--- config.mk ---
export PLATFORM = sky130hd
export DESIGN_NAME = cla_adder
export DESIGN_NICKNAME = d
export VERILOG_FILES = /design/src/rtl/cla_pkg.sv /design/src/rtl/cla_term_cell.sv /design/src/rtl/cla_carry_net.sv /design/src/rtl/cla_sum_stage.sv /design/src/rtl/cla_adder.sv
export SDC_FILE = /design/constraint.sdc
export NUM_CORES = 1
export LEC_CHECK = 0
export CORE_AREA = 5 5 42 44
export DETAILED_ROUTE_END_ITERATION = 12
export DIE_AREA = 0 0 47 49
export PLACE_DENSITY_LB_ADDON = 0.12
export SLEW_MARGIN = 10
export SYNTH_ARGS = -nofsm -noshare
export SYNTH_HDL_FRONTEND = slang
export SYNTH_SLANG_ARGS = --single-unit
--- constraint.sdc ---
create_clock -name vclk -period 1.3
set_input_delay 0.13 -clock vclk [all_inputs]
set_output_delay 0.13 -clock vclk [all_outputs]
set_load 0.03 [all_outputs]
--- src/rtl/cla_pkg.sv ---
package cla_pkg;

    // per-bit terms feeding the lookahead network
    typedef struct packed {
        logic gen;   // both operand bits high
        logic gop;   // at least one operand bit high
    } cla_term_t;

    function automatic cla_term_t make_term(input logic x, input logic y);
        cla_term_t t;
        t.gen = x & y;
        t.gop = x | y;
        return t;
    endfunction

endpackage

--- src/rtl/cla_term_cell.sv ---
module cla_term_cell
    import cla_pkg::*;
#(
    parameter int WIDTH = 4
) (
    input  logic [WIDTH-1:0] a_i,
    input  logic [WIDTH-1:0] b_i,
    output cla_term_t        term_o [WIDTH]
);
    for (genvar i = 0; i < WIDTH; i++) begin : g_bit
        assign term_o[i] = make_term(a_i[i], b_i[i]);
    end
endmodule

--- src/rtl/cla_carry_net.sv ---
module cla_carry_net
    import cla_pkg::*;
#(
    parameter int WIDTH = 4
) (
    input  cla_term_t        term_i [WIDTH],
    input  logic             cin_i,
    output logic [WIDTH:0]   carry_o
);
    assign carry_o[0] = cin_i;

    // carry out of bit k: flattened sum of products, no use of carry k
    for (genvar k = 0; k < WIDTH; k++) begin : g_carry
        logic co_k;
        always_comb begin
            logic prod;
            // product with the incoming carry passed by bits 0..k
            prod = cin_i;
            for (int m = 0; m <= k; m++) prod = prod & term_i[m].gop;
            co_k = prod;
            // product generated at bit j and passed by bits j+1..k
            for (int j = 0; j <= k; j++) begin
                prod = term_i[j].gen;
                for (int m = j + 1; m <= k; m++) prod = prod & term_i[m].gop;
                co_k = co_k | prod;
            end
        end
        assign carry_o[k+1] = co_k;
    end
endmodule

--- src/rtl/cla_sum_stage.sv ---
module cla_sum_stage #(
    parameter int WIDTH = 4
) (
    input  logic [WIDTH-1:0] a_i,
    input  logic [WIDTH-1:0] b_i,
    input  logic [WIDTH-1:0] cin_bits_i,
    output logic [WIDTH-1:0] sum_o
);
    for (genvar i = 0; i < WIDTH; i++) begin : g_sum
        assign sum_o[i] = a_i[i] ^ b_i[i] ^ cin_bits_i[i];
    end
endmodule

--- src/rtl/cla_adder.sv ---
module cla_adder
    import cla_pkg::*;
#(
    parameter int WIDTH = 4
) (
    input  logic [WIDTH-1:0] a_i,
    input  logic [WIDTH-1:0] b_i,
    input  logic             cin_i,
    output logic [WIDTH-1:0] sum_o,
    output logic             cout_o
);
    cla_term_t        terms [WIDTH];
    logic [WIDTH:0]   carries;

    cla_term_cell #(.WIDTH(WIDTH)) u_terms (
        .a_i    (a_i),
        .b_i    (b_i),
        .term_o (terms)
    );

    cla_carry_net #(.WIDTH(WIDTH)) u_net (
        .term_i  (terms),
        .cin_i   (cin_i),
        .carry_o (carries)
    );

    cla_sum_stage #(.WIDTH(WIDTH)) u_sum (
        .a_i        (a_i),
        .b_i        (b_i),
        .cin_bits_i (carries[WIDTH-1:0]),
        .sum_o      (sum_o)
    );

    assign cout_o = carries[WIDTH];
endmodule

; Word level (Yosys, flattened, before mapping)
; Index checks and enable logic that the tools add are counted.
[totals]
in_bits = 9
output_inout_bits = 5
ff_bits = 0
wordCells = 36
[classes]
n_bitwise = 36
[ops]
columns = op, count
row1 = $and A1 B1 Y1, 14
row2 = $or A1 B1 Y1, 14
row3 = $xor A1 B1 Y1, 8

; Logic depth before layout (Yosys ltp)
[logic_depth]
ltp_word = 9
ltp_mapped = 5
ltp_nobuf = 5

; By module
; A second synthesis with hierarchy kept.
[hier_totals]
cells_unflattened = 22
area_unflattened_um2 = 226.5
[by_module_without_submodules]
columns = mod, instances, cells_per_inst, area_each_um2, seq_area_each_um2
row1 = cla_sum_stage, 1, 4, 95.1, 0.0
row2 = cla_carry_net, 1, 10, 76.3, 0.0
row3 = cla_term_cell, 1, 8, 55.1, 0.0

; Least setup slack after synthesis
; No wires, ideal clock.
[synth_path]
kind = input -> output
from = input a_i[0]
to = output sum_o[3]
slack_ns = -0.234
path_buffers = 0
required_time_ns = 1.170
arrival_time_ns = 1.404
cell_stages = 5
path_cell_list = inv_1 -> ha_1 -> or2b_1 -> a211o_1 -> a221oi_2
[synth_via]
elab_chain_len = 8
elab_cells_between_ends = 11
classes_between = bitwise (11)
[synth_rtl]
columns = item, line_no
row1 = from (decl), cla_adder.sv:6  ; input logic [WIDTH-1:0] a_i,
row2 = $or A1 B1 Y1, cla_pkg.sv:12  ; t.gop = x | y;
row3 = $and A1 B1 Y1 (3 in a row), cla_carry_net.sv:19  ; for (int m = 0; m <= k; m++) prod = prod & term_i[m].gop;
row4 = $or A1 B1 Y1 (*) (3 in a row), cla_carry_net.sv:25  ; co_k = co_k | prod;
row5 = $xor A1 B1 Y1 (*), cla_sum_stage.sv:10  ; assign sum_o[i] = a_i[i] ^ b_i[i] ^ cin_bits_i[i];
row6 = to (decl), cla_adder.sv:9  ; output logic [WIDTH-1:0] sum_o,
; Mark *: on every way between the ends. The rest lies on a longest branch, timed or not.

; Worst setup path after layout
; Same ends and word-level chain as after synthesis.

==> impl_results.md <==
* Final worst setup slack at -0.2072 ns
* Status: finished, violations left
* Ports at 14
* Hold Path Sink: sum_o[1]
* Hold-fix buffers at CTS at 0
* Syn Inst Count at 36
* Number of global-route vias before repair at around 310
* Largest net degree at the start of global routing at 4
* Most area-consuming cells after synthesis: ha_1 37%, inv_1 14%, fa_1 7.4%
* Starting density of the core at about 19%
* Max-cap viol count at 0
* Cells after DPL at 78
* WL per Instance at approximately 8.5 um
* Initial drt markers at 0
* Via/cell ratio at 3.988
* Setup repair after global routing missed its margin: true
* Antenna violations before repair at 0
* Setup tns final at -0.4124 ns
* Period utilization at 115.9%
* Power per cell area at 460.6 nW/um^2
* Inserted Diodes at 0
* Layout Nets at 84
* Fin. max-slew vios at 0
* Sequential cell area fraction in the yosys report at 0%
* DRC at 0
* Post-route ant nets at 0
* Port buffer count at 14
* Layout cell share with drive strength beyond 1 at ~61%
* Non-filler cells, final at 80
* Max VDD drop at approximately 0.00019 V
* Post-Route WL at ~700 um
* Synth cell count leaders: 10 x inv_1, 8 x ha_1, 3 x nor2_1
* Die ar. at ~2300 sq um
* Failing checks: setup timing
* Place WS at -0.7415 ns
* Yosys top cell by area: ha_1
* Critical Path RT at 1.17 ns
* Yosys cell types at 14
* Seq_cells at 0
* Core area at ~1400 sq um
* Final estimated routing congestion in global placement at about 0.64
* Post-placement cell area at about 560 sq um
* Hold violation count in the final report at 0
* Final Util at 45.00%
* Overflow after GRT at 0
* Post-Syn Area per Cell at about 7.5 sq um
* Worst Hold Depth at 5
* WS Path Type: in2out
* Most frequent cell after synthesis: inv_1
* Yosys warnings at 0
* Setup Viol. Count Final at 3
* Syn_nets at between 50 and 60
* Site row count at 14
* First-pass GRT wire length at ~1200 um
* Tot GR Track Use at under 10%
* Lkg Pwr at between 0.3 and 0.4 nW
* Hold Crit Class: in2out
* Die Span Y at slightly below 50 um
* Area share of the largest cell type after synthesis at 37.04%
* Finished layout cell area at roughly 630 sq um
* Clock buffer count at 0
* Actual slew at the worst max-slew pin at 0.2258 ns
* # fillers at 154
* Critical Path AT at between 1 and 1.5 ns
* Sequential cell area at 0 sq um
* Chip Width at between 40 and 50 um
* Area growth, synth to finish at 133.3%
* Pre-antenna DRT Iters at 1
* Crit-path max FO at 2
* Setup crit start kind: input pin
* Hold_sp: a_i[1]
* CP endpoint kind: output pin
* Post-DP HPWL at ~540 um
* Mapped Area at around 270 sq um
* Post-layout min period at roughly 1.5 ns
* Worst rel slew slack at 84.88%
* Max Clk Rate at ~660 MHz
* Via count at 319
* Area of the multi-input gates at 306.5 sq um
==> power breakdown <==
| group | leakage [nW] | switching, W | internal, W |
|---|---|---|---|
| Clock | 0 | 0 | 0 |
| Combinational | 0.324 | 0.000142 | 0.000149 |
| Sequential | 0 | 0 | 0 |
==> through the flow <==
stage / hold WS, ns / power, W
floorplan: 0.5593 / 0.0001427
global placement: 1.096 / 0.0002580
detailed placement: 1.096 / 0.0002577
CTS: 0.8059 / 0.0002821
global route: 0.8224 / 0.0003154
finish: 0.7800 / 0.0002905
==> cell type report <==
cell class / instances / share of cell area, %
Inverter: 10 / 9.127
Multi-Input combinational cell: 26 / 48.61
Tap cell: 16 / 3.175
Timing Repair Buffer: 28 / 39.09
==> critical path, stage by stage <==
cell and delay, ns:
buf_8 0.09, inv_8 0.03, ha_4 0.13, or2b_1 0.22, a211o_1 0.35, a221oi_4 0.25
buf_6 0.17
==> cells in the final DEF, fill, tap and decap left out <==
cell type | synthesis | layout
or2b_1 | 2 | 2
inv_12 | 0 | 1
inv_2 | 0 | 2
ha_1 | 8 | 3
ha_4 | 0 | 3
buf_4 | 0 | 15
xnor2_1 | 1 | 1
nor2b_1 | 2 | 1
inv_1 | 10 | 6
nand2_2 | 0 | 1
buf_6 | 0 | 4
nor3b_2 | 0 | 1
xor2_1 | 1 | 1
nor2b_2 | 0 | 1
buf_8 | 0 | 1
buf_2 | 0 | 1
inv_8 | 0 | 1
fa_2 | 0 | 1
dlygate4sd2_1 | 0 | 5
clkbuf_2 | 0 | 1
buf_12 | 0 | 1
nand3b_1 | 1 | 1
a21oi_2 | 0 | 2
a221oi_4 | 0 | 1
ha_2 | 0 | 2
nor2_1 | 3 | 3
nand2_1 | 2 | 1
a211o_1 | 1 | 1
==> cells by family after synthesis <==
group | synth area share, %
AO/OA/AOI/OAI | 12.50
buffers and inverters | 13.89
XOR/XNOR | 6.483
adder cells (fa/ha/maj) | 44.45
AND/OR/NAND/NOR | 22.69
==> metal layers <==
layer	share of wire (%)	vias up	global-route usage (%)
met1	36	142	7.205
met4	0	0	0
met3	5.9	0	0.3690
met2	58	9	12.22
li1	-	168	-
met5	0	-	0
==> repair_timing <==
item / 4_1_cts / 5_1_grt
resized for setup: 34 / 8
pin swaps: 7 / 5
setup buffers: 3 / 2
setup endpoints to repair: 5 / 4
==> worst max path at each step <==
stage	start	end	slack (ns)	cells after the start
floorplan	b_i[0]	sum_o[3]	-0.09	5
global placement	b_i[0]	sum_o[3]	-0.74	8
detailed placement	b_i[0]	sum_o[3]	-0.74	8
CTS	b_i[0]	sum_o[3]	-0.28	8
global route	a_i[0]	sum_o[3]	-0.27	7
finish	a_i[0]	sum_o[3]	-0.21	7
Note: power is estimated with default switching activity, not from simulation.
